File: config.mk
export PLATFORM = sky130hd
export DESIGN_NAME = drive_level_sel
export DESIGN_NICKNAME = d
export VERILOG_FILES = /design/src/rtl/drv_pkg.sv /design/src/rtl/drv_sample_avg.sv /design/src/rtl/drv_thresh_tbl.sv /design/src/rtl/drv_level_step.sv /design/src/rtl/drive_level_sel.sv
export SDC_FILE = /design/constraint.sdc
export NUM_CORES = 1
export LEC_CHECK = 0
export BUFFER_PORTS_ARGS = -buffer_cell sky130_fd_sc_hd__buf_4
export CORE_UTILIZATION = 65
export CTS_BUF_LIST = sky130_fd_sc_hd__clkbuf_8
export CTS_CLUSTER_SIZE = 8
export DETAILED_ROUTE_END_ITERATION = 6
export HOLD_SLACK_MARGIN = 0.15
export PLACE_DENSITY = 0.92
export SLEW_MARGIN = 10
export SYNTH_ARGS = -nofsm -noshare
export SYNTH_HDL_FRONTEND = slang
export SYNTH_SLANG_ARGS = --single-unit
File: constraint.sdc
create_clock -name clk -period 5.6 [get_ports clk]
set_clock_uncertainty 0.1 [all_clocks]
set_input_delay 0.56 -clock clk [delete_from_list [all_inputs] [get_ports clk]]
set_output_delay 0.56 -clock clk [all_outputs]
set_load 0.1 [all_outputs]
File: src/rtl/drv_pkg.sv
// Shared definitions of the drive level selector.
// Assumes: nothing beyond IEEE 1800-2017.
package drv_pkg;
    // Targets of the configuration write port
    typedef enum logic [1:0] {
        CFG_RAISE = 2'd0,
        CFG_DROP  = 2'd1,
        CFG_TEMP  = 2'd2,
        CFG_MISC  = 2'd3
    } cfg_sel_e;
endpackage

File: src/rtl/drv_sample_avg.sv
// Blanking and averaging of converter samples after each PWM falling edge.
// Assumes AVG_LOG2 >= 1. One window per off-interval; samples while the PWM
// is high or still in blanking are dropped.
module drv_sample_avg #(
    parameter int ADC_W    = 12,
    parameter int AVG_LOG2 = 2,
    parameter int BLANK_W  = 6
) (
    input  logic               clk,
    input  logic               rst_n,
    input  logic               pwm_on,
    input  logic               adc_valid,
    input  logic [ADC_W-1:0]   adc_data,
    input  logic [BLANK_W-1:0] blank_len,
    output logic               avg_valid,
    output logic [ADC_W-1:0]   avg_data,
    output logic               avg_sat
);
    localparam int ACC_W = ADC_W + AVG_LOG2;
    localparam logic [AVG_LOG2-1:0] LAST = '1;
    localparam logic [ADC_W-1:0]    FULL = '1;

    logic               pwm_d;
    logic [BLANK_W-1:0] blank_cnt;
    logic [AVG_LOG2-1:0] n_cnt;
    logic [ACC_W-1:0]   acc;
    logic               sat_seen;
    logic               done;
    logic [ACC_W-1:0]   sum_next;
    logic               is_full;

    assign sum_next = acc + ACC_W'(adc_data);
    assign is_full  = (adc_data == FULL);

    // Window sequencing: blank, accumulate, publish one mean
    always_ff @(posedge clk) begin
        if (!rst_n) begin
            pwm_d     <= 1'b0;
            blank_cnt <= '0;
            n_cnt     <= '0;
            acc       <= '0;
            sat_seen  <= 1'b0;
            done      <= 1'b1;
            avg_valid <= 1'b0;
            avg_data  <= '0;
            avg_sat   <= 1'b0;
        end else begin
            pwm_d     <= pwm_on;
            avg_valid <= 1'b0;
            if (pwm_d && !pwm_on) begin
                blank_cnt <= blank_len;
                n_cnt     <= '0;
                acc       <= '0;
                sat_seen  <= 1'b0;
                done      <= 1'b0;
            end else if (!pwm_on && !done) begin
                if (blank_cnt != '0) begin
                    blank_cnt <= blank_cnt - 1'b1;
                end else if (adc_valid) begin
                    if (n_cnt == LAST) begin
                        avg_valid <= 1'b1;
                        avg_data  <= sum_next[ACC_W-1:AVG_LOG2];
                        avg_sat   <= sat_seen | is_full;
                        done      <= 1'b1;
                    end else begin
                        acc      <= sum_next;
                        sat_seen <= sat_seen | is_full;
                        n_cnt    <= n_cnt + 1'b1;
                    end
                end
            end
        end
    end

    // no mean is published from a cycle in which PWM was high
    assert_no_sample_on_R5: assert property (@(posedge clk) disable iff (!rst_n)
        $past(pwm_on) |-> !avg_valid);
    // a window ends after its mean, never two means back to back
    assert_one_mean_R5: assert property (@(posedge clk) disable iff (!rst_n)
        avg_valid |=> !avg_valid);
endmodule

File: src/rtl/drv_thresh_tbl.sv
// Threshold storage and lookup: raise/drop tables per temperature row and
// level, temperature boundaries, fault code and blanking length.
// Assumes TEMP_ROWS >= 2; writes take effect on the next cycle.
module drv_thresh_tbl
    import drv_pkg::*;
#(
    parameter int ADC_W     = 12,
    parameter int LVL_W     = 3,
    parameter int TEMP_ROWS = 2,
    parameter int TEMP_W    = 8,
    parameter int BLANK_W   = 6,
    parameter int FAULT_RST = 248,
    parameter int BLANK_RST = 2
) (
    input  logic                         clk,
    input  logic                         rst_n,
    input  logic                         cfg_we,
    input  logic [1:0]                   cfg_tbl,
    input  logic [$clog2(TEMP_ROWS)-1:0] cfg_row,
    input  logic [LVL_W-1:0]             cfg_idx,
    input  logic [ADC_W-1:0]             cfg_data,
    input  logic [TEMP_W-1:0]            temp_code,
    input  logic [LVL_W-1:0]             level,
    output logic [ADC_W-1:0]             raise_thr,
    output logic [ADC_W-1:0]             drop_thr,
    output logic [ADC_W-1:0]             fault_thr,
    output logic [BLANK_W-1:0]           blank_len
);
    localparam int NLVL  = 1 << LVL_W;
    localparam int ROW_W = $clog2(TEMP_ROWS);
    localparam int NBND  = TEMP_ROWS - 1;

    logic [ADC_W-1:0]  raise_q [TEMP_ROWS][NLVL];
    logic [ADC_W-1:0]  drop_q  [TEMP_ROWS][NLVL];
    logic [TEMP_W-1:0] bnd_q   [NBND];
    logic [ROW_W-1:0]  row;

    // Configuration registers and their write port
    always_ff @(posedge clk) begin
        if (!rst_n) begin
            for (int r = 0; r < TEMP_ROWS; r++) begin
                for (int l = 0; l < NLVL; l++) begin
                    raise_q[r][l] <= '1;
                    drop_q[r][l]  <= '0;
                end
            end
            for (int b = 0; b < NBND; b++) bnd_q[b] <= '1;
            fault_thr <= ADC_W'(FAULT_RST);
            blank_len <= BLANK_W'(BLANK_RST);
        end else if (cfg_we) begin
            case (cfg_sel_e'(cfg_tbl))
                CFG_RAISE: raise_q[cfg_row][cfg_idx] <= cfg_data;
                CFG_DROP:  drop_q[cfg_row][cfg_idx]  <= cfg_data;
                CFG_TEMP: begin
                    for (int b = 0; b < NBND; b++)
                        if (int'(cfg_idx) == b) bnd_q[b] <= cfg_data[TEMP_W-1:0];
                end
                default: begin
                    if (cfg_idx == '0) fault_thr <= cfg_data;
                    else if (cfg_idx == LVL_W'(1)) blank_len <= cfg_data[BLANK_W-1:0];
                end
            endcase
        end
    end

    // Temperature row: count of boundaries strictly exceeded
    always_comb begin
        row = '0;
        for (int b = 0; b < NBND; b++)
            if (temp_code > bnd_q[b]) row = row + 1'b1;
    end

    assign raise_thr = raise_q[row][level];
    assign drop_thr  = drop_q[row][level];

    // a fault-code write is visible on the next cycle
    assert_fault_write_R10: assert property (@(posedge clk) disable iff (!rst_n)
        (cfg_we && cfg_tbl == 2'd3 && cfg_idx == '0) |=> fault_thr == $past(cfg_data));
endmodule

File: src/rtl/drv_level_step.sv
// Level decision and deferred application to the switch enables.
// Assumes one mean strobe per off-interval; the enables only load while
// the PWM is low.
module drv_level_step #(
    parameter int ADC_W = 12,
    parameter int LVL_W = 3
) (
    input  logic             clk,
    input  logic             rst_n,
    input  logic             pwm_on,
    input  logic             avg_valid,
    input  logic [ADC_W-1:0] avg_data,
    input  logic             avg_sat,
    input  logic [ADC_W-1:0] raise_thr,
    input  logic [ADC_W-1:0] drop_thr,
    input  logic [ADC_W-1:0] fault_thr,
    output logic [LVL_W-1:0] level,
    output logic [LVL_W-1:0] sw_en
);
    localparam logic [LVL_W-1:0] MAXL = '1;

    logic [LVL_W-1:0] nxt;
    logic             forced;

    assign forced = avg_sat || (avg_data < fault_thr);

    // Next level: fail safe, else one hysteretic step
    always_comb begin
        nxt = level;
        if (forced)                   nxt = MAXL;
        else if (avg_data > raise_thr) nxt = (level == MAXL) ? level : level + 1'b1;
        else if (avg_data < drop_thr)  nxt = (level == '0) ? level : level - 1'b1;
    end

    // Decision register, updated once per window
    always_ff @(posedge clk) begin
        if (!rst_n)         level <= MAXL;
        else if (avg_valid) level <= nxt;
    end

    // Applied enables, loaded only outside the on-interval
    always_ff @(posedge clk) begin
        if (!rst_n)       sw_en <= MAXL;
        else if (!pwm_on) sw_en <= level;
    end

    // a normal measurement moves the level by one step at most
    assert_one_step_R2: assert property (@(posedge clk) disable iff (!rst_n)
        (avg_valid && !avg_sat && avg_data >= fault_thr) |=>
        (level == $past(level) || level == $past(level) + 1'b1 || level + 1'b1 == $past(level)));
    // a mean below the fault code forces the top level
    assert_fault_max_R8: assert property (@(posedge clk) disable iff (!rst_n)
        (avg_valid && avg_data < fault_thr) |=> level == MAXL);
    // a full-scale sample forces the top level
    assert_sat_max_R9: assert property (@(posedge clk) disable iff (!rst_n)
        (avg_valid && avg_sat) |=> level == MAXL);
    // enables are frozen across an edge with the PWM high
    assert_hold_on_R6: assert property (@(posedge clk) disable iff (!rst_n)
        pwm_on |=> $stable(sw_en));
endmodule

File: src/rtl/drive_level_sel.sv
// Top of the hysteretic drive level selector: averaging, threshold tables
// and level stepping. Assumes a free-running clock much faster than the PWM
// and a synchronous active-low reset.
module drive_level_sel #(
    parameter int ADC_W     = 12,
    parameter int LVL_W     = 3,
    parameter int TEMP_ROWS = 2,
    parameter int TEMP_W    = 8,
    parameter int AVG_LOG2  = 2,
    parameter int BLANK_W   = 6,
    parameter int FAULT_RST = 248,
    parameter int BLANK_RST = 2
) (
    input  logic                         clk,
    input  logic                         rst_n,
    input  logic                         pwm_on,
    input  logic                         adc_valid,
    input  logic [ADC_W-1:0]             adc_data,
    input  logic [TEMP_W-1:0]            temp_code,
    input  logic                         cfg_we,
    input  logic [1:0]                   cfg_tbl,
    input  logic [$clog2(TEMP_ROWS)-1:0] cfg_row,
    input  logic [LVL_W-1:0]             cfg_idx,
    input  logic [ADC_W-1:0]             cfg_data,
    output logic [LVL_W-1:0]             sw_en
);
    logic               avg_valid;
    logic [ADC_W-1:0]   avg_data;
    logic               avg_sat;
    logic [ADC_W-1:0]   raise_thr;
    logic [ADC_W-1:0]   drop_thr;
    logic [ADC_W-1:0]   fault_thr;
    logic [BLANK_W-1:0] blank_len;
    logic [LVL_W-1:0]   level;

    drv_sample_avg #(.ADC_W(ADC_W), .AVG_LOG2(AVG_LOG2), .BLANK_W(BLANK_W)) u_avg (
        .clk(clk), .rst_n(rst_n), .pwm_on(pwm_on),
        .adc_valid(adc_valid), .adc_data(adc_data), .blank_len(blank_len),
        .avg_valid(avg_valid), .avg_data(avg_data), .avg_sat(avg_sat)
    );

    drv_thresh_tbl #(
        .ADC_W(ADC_W), .LVL_W(LVL_W), .TEMP_ROWS(TEMP_ROWS), .TEMP_W(TEMP_W),
        .BLANK_W(BLANK_W), .FAULT_RST(FAULT_RST), .BLANK_RST(BLANK_RST)
    ) u_tbl (
        .clk(clk), .rst_n(rst_n), .cfg_we(cfg_we), .cfg_tbl(cfg_tbl),
        .cfg_row(cfg_row), .cfg_idx(cfg_idx), .cfg_data(cfg_data),
        .temp_code(temp_code), .level(level),
        .raise_thr(raise_thr), .drop_thr(drop_thr),
        .fault_thr(fault_thr), .blank_len(blank_len)
    );

    drv_level_step #(.ADC_W(ADC_W), .LVL_W(LVL_W)) u_step (
        .clk(clk), .rst_n(rst_n), .pwm_on(pwm_on),
        .avg_valid(avg_valid), .avg_data(avg_data), .avg_sat(avg_sat),
        .raise_thr(raise_thr), .drop_thr(drop_thr), .fault_thr(fault_thr),
        .level(level), .sw_en(sw_en)
    );
endmodule

After elaboration in Yosys (flattened, before gate mapping). Memory sizes are Yosys's and may differ from the RTL's. Cells that the tools add are included.

Word-level logic and storage cells: 122. Memories: 3. Bits of input ports: 43. Flip-flop bits (word level): 63. Output and inout bits: 3. RAM bits: 392.

Memory list: u_tbl.drop_q (words 2, width 96, rd ports 1, clocked after memory_dff 0, wr ports 2, line drv_thresh_tbl.sv:34) `logic [ADC_W-1:0] drop_q [TEMP_ROWS][NLVL];`; u_tbl.raise_q (words 2, width 96, rd ports 1, clocked after memory_dff 0, wr ports 2, line drv_thresh_tbl.sv:33) `logic [ADC_W-1:0] raise_q [TEMP_ROWS][NLVL];`; u_tbl.bnd_q (words 1, width 8, rd ports 1, clocked after memory_dff 0, wr ports 1, line drv_thresh_tbl.sv:35) `logic [TEMP_W-1:0] bnd_q [NBND];`.

Equal/unequal tests: 9. Reduce and logical (&&, ||, !) cells: 29. Mux-type cells: 45. Bitwise operators: 11. Add/sub/neg operators: 5. Order comparisons: 7.

Operator list (number): 96-bit 2-to-1 mux (6); 96-bit OR reduction (2); 12-bit binary-select mux with 3-bit select (2); 12-bit 2-to-1 mux (5); 12-bit demux with 3-bit select (1); 12-bit < comparator (2); 1-bit 2-to-1 mux (22); 6-bit 2-to-1 mux (3); 4-bit AND reduction (4); 3-bit 2-to-1 mux (5); 14-bit by 12-bit adder with 14-bit output (1); 12-bit equality test, second input constant (1); 12-bit > comparator (1); 3-bit zero test (3); 4-bit >= comparator, second input constant (2); 8-bit > comparator (1); 8-bit 2-to-1 mux (1); 1-bit inverter (8); 3-bit inverter with 4-bit output (2); 2-bit nonzero test (4); 8-bit OR reduction (1); 6-bit nonzero test (1); 6-bit by 1-bit subtractor with 6-bit output, second input constant (1); 5-bit AND reduction (1); other kinds (22) (26).

Logic depth before layout (Yosys ltp). Gate-level depths: netlist (run 1). An unclocked memory read counts as a cell.

Depth after elaboration: 10. Mapped depth: 22. Mapped depth without buffers: 20.

Cells and area by module. From an unflattened synthesis (run 1), not the netlist that was laid out.

Cell total of the unflattened synthesis: 2063. Area, all modules: 22664.2 um^2.

By module, submodules not included: drv_thresh_tbl (sequential area each 12131.6 um^2, area an instance 19313.5 um^2, cells an instance 1661, times used 1); drv_sample_avg (sequential area each 780.7 um^2, area an instance 2129.5 um^2, cells an instance 243, times used 1); drv_level_step (sequential area each 120.1 um^2, area an instance 1221.2 um^2, cells an instance 159, times used 1).

Least setup slack after synthesis (run 1). Ideal clock, no wire load.

Path kind: input -> register. Start point: input port temp_code[1]. End point: register u_step.level[2]. Cell stages on the path: 21. Buffers on the path: 2. Required time: 5430 ps. Setup time: 70 ps. Setup slack: 613 ps. Arrival: 4817 ps. Cell sequence: ha_1 -> nor2b_1 -> o211ai_1 -> a21boi_2 -> o21ai_2 -> buf_6 -> buf_6 -> mux4_2 -> mux4_2 -> inv_1 -> ha_1 -> and4_1 -> nand4_1 -> a21o_1 -> a31oi_1 -> inv_1 -> fa_1 -> nor3_1 -> o2111ai_1 -> o2111ai_1 -> a21boi_1.

Longest elaborated chain between the ends: 9. Elaborated cells on any way between the ends: 18. Classes of those cells: 3 x order compare; 2 x eq/ne; 9 x mux; 2 x reduce/logical; 2 x memory.

Ends and longest elaborated chain: start, declared (line drive_level_sel.sv:19) `input logic [TEMP_W-1:0] temp_code,`; 8-bit > comparator * (line drv_thresh_tbl.sv:70) `if (temp_code > bnd_q[b]) row = row + 1'b1;`; 1-bit 2-to-1 mux * (line drv_thresh_tbl.sv:70); memory read 2 x 96 bit (on tied branches); 12-bit binary-select mux with 3-bit select (on tied branches) (line drv_thresh_tbl.sv:73, drv_thresh_tbl.sv:74); 12-bit 2-to-1 mux (on tied branches) (2 in series) (line drv_thresh_tbl.sv:73, drv_thresh_tbl.sv:74); 12-bit > comparator / 12-bit < comparator (equally long branches) (line drv_level_step.sv:31, drv_level_step.sv:32); 3-bit by 2-bit != test with 1-bit output (no source line), or another cell as far along; 4-bit AND reduction (no source line) / 3-bit 2-to-1 mux (equally long branches); end signal, assigned (line drv_level_step.sv:38) `else if (avg_valid) level <= nxt;`; end, declared (line drv_level_step.sv:17) `output logic [LVL_W-1:0] level,`.

Every way passes the cells marked *; elsewhere a longest branch is shown, timed or not. The select of a mux whose other input is x is not followed. A chain may end at the register's enable or synchronous reset.

Worst setup path in the final report (run 1).
Start point: memory u_tbl.bnd_q[0][1]. End point: register u_step.level[2].

Longest elaborated chain between the ends: 10. Elaborated cells on any way between the ends: 19. Classes of those cells: 3 x order compare; 2 x eq/ne; 9 x mux; 2 x reduce/logical; 3 x memory.

Ends and longest elaborated chain (line): start, declared (drv_thresh_tbl.sv:35); memory read 1 x 8 bit *; 8-bit > comparator * (drv_thresh_tbl.sv:70); 1-bit 2-to-1 mux * (drv_thresh_tbl.sv:70); memory read 2 x 96 bit (on tied branches); 12-bit binary-select mux with 3-bit select (on tied branches) (drv_thresh_tbl.sv:73, drv_thresh_tbl.sv:74); 12-bit 2-to-1 mux (on tied branches) (2 in series) (drv_thresh_tbl.sv:73, drv_thresh_tbl.sv:74); 12-bit > comparator / 12-bit < comparator (equally long branches) (drv_level_step.sv:31, drv_level_step.sv:32); 3-bit by 2-bit != test with 1-bit output (no source line), or another cell as far along; 4-bit AND reduction (no source line) / 3-bit 2-to-1 mux (equally long branches).

Marks and branches as above.

==> results.md, run 1 <==
* Status: finished, final reports clean
* Slowest CP cell: mux4_2
* Crit share post-route at between 90% and 100%
* Initial antenna violation count at 0
* Worst endpoint required time at 6.03 ns
* Final std cells w/o fill at 1956
* Most common cell on crit path: inv_1
* Num rows at 65
* Die Y at ~180 microns
* Antenna Nets Post-Route at 0
* Global-route wire length before repair at around 83000 microns
* Yosys top cell area share at between 50 and 60%
* Clock Root Buffer: clkbuf_8
* Avg WL per Cell at around 28 microns
* Critical path data arrival time at ~5.7 ns
* H-tree level count at 3
* Vias after detailed routing at approximately 14000
* Synth Net Count at around 1600
* Syn. warnings at 0
* RSZ-0062 raised after global routing: false
* Clk sink count at roughly 460
* Crit path kind: flip-flop to flip-flop
* Post-synth top flop: edfxtp_1
* F_max at roughly 0.19 GHz
* List of most frequent post-synthesis cells: 392 x edfxtp_1, 126 x and2_1, 117 x mux4_2
* Largest net degree at the start of global routing at 86
* Pleak at about 8 nW
* Width of the die at roughly 180 microns
* Hold-fix buffers at CTS at 0
* Total gr overflow at 0
* DRC Markers at 0
* Full die area at roughly 0.033 sq mm
* Pre-Repair DR Iteration Count at 7
* Crit path max-delay family: compound AO/OA/AOI/OAI gates
* Final Hold Fails at 0
* Register area share after synthesis at 62.1%
* CTS buffer count at 73
* Vias in the first global route at about 14000
* Routability Congestion at around 0.90
* Drt total wl at 55300 microns
* Tmin final at ~5.3 ns
* Final setup viols at 0
* Rel. slew slack at 16.0%
* Yosys reg bits at ~460
* Pwr per Cell Area at approximately 310 mW/mm^2
* Final hold slack at approximately 0.16 ns
* Top-count cell post-synth: edfxtp_1
* Pwr Total at ~7.2 mW
* CP endpoint kind: flip-flop
* Post-synthesis area per instance at approximately 14 sq um
* Critical-path cell list: inv_1 -> ha_1 -> nor2b_1 -> o211ai_1 -> a21boi_2 -> o21ai_4 -> buf_12 -> buf_12 -> mux4_2 -> mux4_2 -> inv_1 -> ha_1 -> and4_1 -> nand4_1 -> a21o_1 -> a31oi_1 -> inv_1 -> fa_1 -> nor3_1 -> o2111ai_1 -> o2111ai_1 -> a21boi_1
* # nets final at about 1600
* Cells after Synth at 1457
* Netlist cell types at 53
* Maximum clock insertion buffer count at 3
* DR iter-0 viols at 2330
* Core area at 0.0316 sq mm
* Max incr delay on CP at 0.53 ns
* CP bufs+invs at 5
* Post-synth ARST share at 0%
* Drt via density at approximately 7
* Hold Crit Class: primary input to flip-flop
* Crit Path Max Fanout at 10
* Boundary Pins at 46
* Cell total after placement at approximately 1800
* Area leader, netlist: edfxtp_1
* Number of synthesized flops with an enable pin at ~390
* Post-synthesis cell area at 0.0210 sq mm
* GRT Util Overall at 34.8%
* Hpwl dp at around 33000 microns
* Setup crit start kind: flip-flop
* Final Slew Violations at 0
* Setup total negative slack at 0 ns
* Initial Util at roughly two thirds
* Synth-to-Final Area Change at 9.76%
* Worst skew pair latency at 0.65 ns
* VDD IR max at approximately 0.18 mV
* Share of cells above drive strength 1 at 20.2%
* Clk slew on worst S/H paths at 0.07 ns
* I/O Buffers at 45
* Top post-synthesis cells by area: edfxtp_1 56%, mux4_2 13%, dfxtp_1 6.0%
* Worst slew pin tran at 1.25 ns
* Max-Cap Viols at 0
* CTS tree: built
[sequential cells by signal, indices dropped and copies added, names as in the netlist]
name	cells
u_tbl.fault_thr	12
u_avg.blank_cnt	6
u_tbl.drop_q	192
u_avg.avg_data	12
u_avg.avg_valid	1
u_avg.acc	14
u_tbl.blank_len	6
u_avg.done	1
u_step.level	3
u_avg.pwm_d	1
u_avg.avg_sat	1
u_tbl.raise_q	192
u_avg.sat_seen	1
u_step.sw_en	3
u_avg.n_cnt	2
u_tbl.bnd_q	8
[metal layers]
layer / GRT usage (%) / part of all wire (%)
met5: 1.33 / 0.11
met4: 16.6 / 5.2
met3: 10.5 / 14
met2: 54.0 / 46
met1: 45.1 / 34
[logic make-up (layout without fill, tap and decap cells)]
kind of cell | count (synthesis) | count (layout) | synth area share, %
other | 0 | 3 | 0
AOI/OAI and AO/OA | 169 | 169 | 5.04
and+or+nand+nor | 468 | 468 | 12.4
xor gates and xnor gates | 13 | 13 | 0.543
muxes | 128 | 128 | 13.1
DFF | 455 | 455 | 62.1
buffers and inverters | 166 | 260 | 3.28
adders and majority gates | 58 | 58 | 3.53
[layout make-up]
| cell class | count | area, sq um |
|---|---|---|
| clock inverter | 47 | 269 |
| multi-input combinational | 836 | 7310 |
| timing repair buffer | 82 | 682 |
| fill | 1737 | 8600 |
| antenna | 3 | 7.51 |
| inverter | 58 | 218 |
| clock buffer | 73 | 1000 |
| sequential | 455 | 13000 |
| tap | 402 | 503 |
[placed cells by master (no fill, tap or decap), types with 3 or more instances in the layout]
cell type / instances
a211oi_1: 13
a21boi_0: 11
a21boi_1: 7
a21o_1: 4
a21oi_1: 39
a311oi_1: 3
a31oi_1: 4
and2_1: 126
and4_1: 5
buf_12: 5
buf_4: 76
clkbuf_8: 73
clkinv_1: 7
dfxtp_1: 62
diode_2: 3
edfxtp_1: 392
ha_1: 56
inv_1: 88
inv_8: 3
mux2i_1: 11
mux4_2: 117
nand2_1: 83
nand2b_1: 25
nand3_1: 18
nand3b_1: 3
nand4_1: 8
nor2_1: 40
nor2b_1: 14
nor3_1: 17
nor3b_1: 6
o211ai_1: 14
o21a_1: 4
o21ai_0: 19
o21ai_1: 26
o21ai_2: 9
or2_2: 16
or3_1: 98
xnor2_1: 13
[tightest hold or removal path, stage by stage]
cell      delay, ns
buf_4          0.16
nand2_1        0.06
o211ai_1       0.06
[timing repair]
action,in CTS,in global routing
gates resized for setup,0,1
buffers inserted,0,1
setup endpoints to repair,0,2
[metrics by stage]
| step | cell area (sq um) | setup WS, ns | utilization [%] |
|---|---|---|---|
| CTS | 23000 | 0.149 | 72.7 |
| floorplan | 21000 | 0.613 | - |
| detailed placement | 21700 | 0.0409 | 68.7 |
| global route | 23000 | 0.0123 | 72.8 |
| finish | 23000 | 0.294 | 72.8 |
| global placement | 21700 | 0.306 | 68.7 |
[path summary, 6_finish.rpt]
| path | from | end | slack [ns] | cells past startpoint |
|---|---|---|---|---|
| setup / recovery | u_tbl.bnd_q[0][1]$_SDFFCE_PN1P_ | u_step.level[2]$_SDFFE_PN1P_ | 0.29 | 22 |
| hold / removal | pwm_on | u_step.sw_en[2]$_SDFFE_PN1N_ | 0.16 | 3 |
| setup reg to reg | u_tbl.bnd_q[0][1]$_SDFFCE_PN1P_ | u_step.level[2]$_SDFFE_PN1P_ | 0.29 | 22 |
| hold reg to reg | u_avg.sat_seen$_SDFFE_PP0P_ | u_avg.sat_seen$_SDFFE_PP0P_ | 0.36 | 2 |
[where the power goes]
| part | switching, mW | internal (mW) |
|---|---|---|
| Sequential | 0.0628 | 3.85 |
| Combinational | 0.377 | 0.289 |
| Clock | 1.37 | 1.28 |
| Total | 1.81 | 5.41 |
Note: power is estimated with default switching activity, not from simulation.
==> inputs of run 2 (changes only) <==
Settings changed: CORE_UTILIZATION 65 to 59, PLACE_DENSITY 0.92 to 0.85.
Clock period 5.6 ns to 4.5 ns, I/O delays scaled along.
==> run 2 against run 1 <==
The run now ends with setup timing left; cell area grew 4.4%; flip-flop and latch count is the same; die area grew 10%; non-clock buffer count grew 74; clock power grew 22%; core utilization shrank 3.7 points; critical endpoint is now u_step.level[0]$_SDFFE_PN1P_.
==> results.md, run 2 (synthesized netlist as in run 1, its figures left out) <==
* Pint at 6.85 mW (+27%)
* Total gr overflow at 0 (unchanged)
* Global-route wire length before repair at 80800 microns (-3.1%)
* RSZ-0062 raised after global routing: true
* Final Slew Violations at 0 (unchanged)
* Reported net switching power at 2.19 mW (+21%)
* Pre-Repair DR Iteration Count at 6 (-1)
* Clk sink count at 455 (unchanged)
* Crit share post-route at 109% (+14 points)
* Maximum clock insertion buffer count at 3 (unchanged)
* Switching share of power at 24.2% (-0.86 points)
* Initial Util at 60.3% (-6.0 points)
* Die Y at 191 microns (+4.9%)
* Crit path kind: flip-flop to flip-flop
* GRT Util Overall at 30.8% (-3.9 points)
* Crit Path Max Fanout at 8 (-2)
* Top flop regs: u_tbl.drop_q (192), u_tbl.raise_q (192), u_avg.acc (14)
* Worst hold stages at 4 (+1)
* Final WS setup at -0.393 ns (-0.687 ns)
* Synth-to-Final Area Change at 14.6%
* Worst R2R End: u_step.level[0]$_SDFFE_PN1P_
* Num rows at 68 (+4.6%)
* Setup crit start kind: flip-flop
* R2r setup slk at -0.39 ns (-0.69 ns)
* Largest net degree at the start of global routing at 86 (unchanged)
* Combinational share of power at 10.5% (+1.3 points)
* Vias in the first global route at 13700 (-1.4%)
* Clock power frac at 35.8% (-0.8 points)
* Hold Crit Class: primary input to flip-flop
* Clk slew on worst S/H paths at 0.06 ns (about the same)
* Worst endpoint required time at 4.92 ns (-1.11 ns)
* Sequential power share at 53.7% (-0.4 points)
* CTS tree: built
* Width of the die at 191 microns (+4.9%)
* Reg2Reg Depth at 22 (unchanged)
* Vias after detailed routing at 13700 (-0.70%)
* Routability Congestion at 0.880 (-2.6%)
* Commonest non-fill, non-tap cell in the layout: edfxtp_1
* Commonest cells after routing, fill and taps aside: 392 x edfxtp_1, 125 x and2_1, 119 x buf_4
* Violated checks: setup timing
* Avg WL per Cell at 26.5 microns (-6.4%)
* Core area at 0.0348 sq mm (+10%)
* DRC Markers at 0 (unchanged)
* Max-Cap Viols at 0 (unchanged)
* Final std cells w/o fill at 2083 (+6.5%)
* Area of the multi-input gates at 0.00750 sq mm (+2.6%)
* Hold path startpoint: adc_data[1]
* Critical path data arrival time at 5.32 ns (-0.42 ns)
* Cell total after placement at 1927 (+5.2%)
* Worst Hold End: u_avg.acc[1]$_SDFFE_PP0P_
* F_max at 0.204 GHz (+8.4%)
* Status: finished with violations
* # nets final at 1681 (+4.6%)
* Drt total wl at 55100 microns (-0.36%)
* VDD IR max at 0.242 mV (+36%)
* Final Hold Fails at 0 (unchanged)
* Clock Root Buffer: clkbuf_8
* Worst r2r src: u_tbl.bnd_q[0][1]$_SDFFCE_PN1P_
* Share of cells above drive strength 1 at 25.0% (+4.8 points)
* CP endpoint kind: flip-flop
* Hpwl dp at 33800 microns (+1.9%)
* Initial antenna violation count at 1 (+1)
* Pleak at 8.62 nW (+5.1%)
* Antenna Nets Post-Route at 0 (unchanged)
* Pwr per Cell Area at 376 mW/mm^2 (+20%)
* Full die area at 0.0363 sq mm (+10%)
* Sequential Area at 0.0130 sq mm (unchanged)
* H-tree level count at 3 (unchanged)
* Fill cell count at 2163 (+25%)
* CTS buffer count at 73 (unchanged)
* Drt via density at 6.56 (-6.8%)
* Boundary Pins at 46 (unchanged)
* DR iter-0 viols at 1802 (-23%)
* Worst slew pin tran at 1.28 ns (+0.0306 ns)
* Final setup viols at 3 (+3)
* Final hold slack at 0.189 ns (+0.0273 ns)
* Rel. slew slack at 14.2% (-1.8 points)
* I/O Buffers at 45 (unchanged)
* Tmin final at 4.89 ns (-0.413 ns)
* Worst skew pair latency at 0.66 ns (about the same)
[run 2: critical path: stages (launching register included)]
cell and delay, ns:
edfxtp_1 0.40, inv_2 0.08, ha_4 0.19, nor2b_1 0.12, o211ai_1 0.20, a21boi_2 0.11
o21ai_4 0.17, buf_6 0.16, buf_12 0.16, buf_6 0.15, mux4_2 0.49, mux4_2 0.49
inv_2 0.09, ha_4 0.20, a21o_1 0.16, a221o_1 0.33, nand2_2 0.11, a31oi_4 0.10
buf_4 0.15, buf_6 0.13, a211oi_4 0.30, o21ai_0 0.18, o2bb2ai_1 0.19
[run 2: per-stage QoR]
step	setup TNS, ns	total power [mW]	area (sq um)	utilization (%)	worst slack, ns
6_report	-1.07	9.04	24000	69.1	-0.393
3_5_place_dp	-1.49	5.77	22200	63.7	-0.504
2_1_floorplan	-0.154	5.45	21000	-	-0.150
5_1_grt	-1.55	9.28	24000	69.1	-0.564
4_1_cts	-0.595	9.02	23900	68.6	-0.269
3_3_place_gp	-1.15	5.73	22200	63.7	-0.397
[run 2: what timing repair did]
| action | in CTS | in global routing |
|---|---|---|
| endpoints found under the setup margin | 3 | 3 |
| setup buffers | 8 | 5 |
| pin swaps | 6 | 9 |
| hold buffers | 16 | 0 |
| gates resized for setup | 28 | 23 |
| hold endpoints to repair | 31 | 0 |
| gates cloned | 2 | 3 |
[run 2: how the worst max path moves through the flow]
stage | from | to | slack, ns
global placement | temp_code[1] | u_step.level[2]$_SDFFE_PN1P_ | -0.40
CTS | u_tbl.bnd_q[0][1]$_SDFFCE_PN1P_ | u_step.level[2]$_SDFFE_PN1P_ | -0.27
global route | u_tbl.bnd_q[0][1]$_SDFFCE_PN1P_ | u_step.level[0]$_SDFFE_PN1P_ | -0.56
floorplan | temp_code[7] | u_step.level[2]$_SDFFE_PN1P_ | -0.15
detailed placement | temp_code[5] | u_step.level[1]$_SDFFE_PN1P_ | -0.50
finish | u_tbl.bnd_q[0][1]$_SDFFCE_PN1P_ | u_step.level[0]$_SDFFE_PN1P_ | -0.39
[run 2: area by class of cell]
class,instances,share of cell area (%)
sequential,455,54.2
inverter,58,0.916
antenna,2,0.0208
timing repair buffer,156,5.96
multi-input combinational,836,31.2
clock buffer,75,4.29
tap,455,2.37
clock inverter,46,1.04
[run 2: per-layer routing]
layer | global-route usage, % | vias up | part of all wire, %
met5 | 0.687 | - | 0
met4 | 15.8 | 0 | 4.3
met3 | 9.09 | 183 | 13
met2 | 47.9 | 1023 | 47
met1 | 39.4 | 6690 | 35
li1 | - | 5765 | -
[run 2: power by group through the flow]
stage | clock network (mW) | logic, mW | registers (mW)
finish | 3.24 | 0.948 | 4.86
global route | 3.42 | 0.992 | 4.87
CTS | 3.26 | 0.909 | 4.85
detailed placement | 0 | 0.834 | 4.94
global placement | 0 | 0.808 | 4.92
floorplan | 0 | 0.533 | 4.92
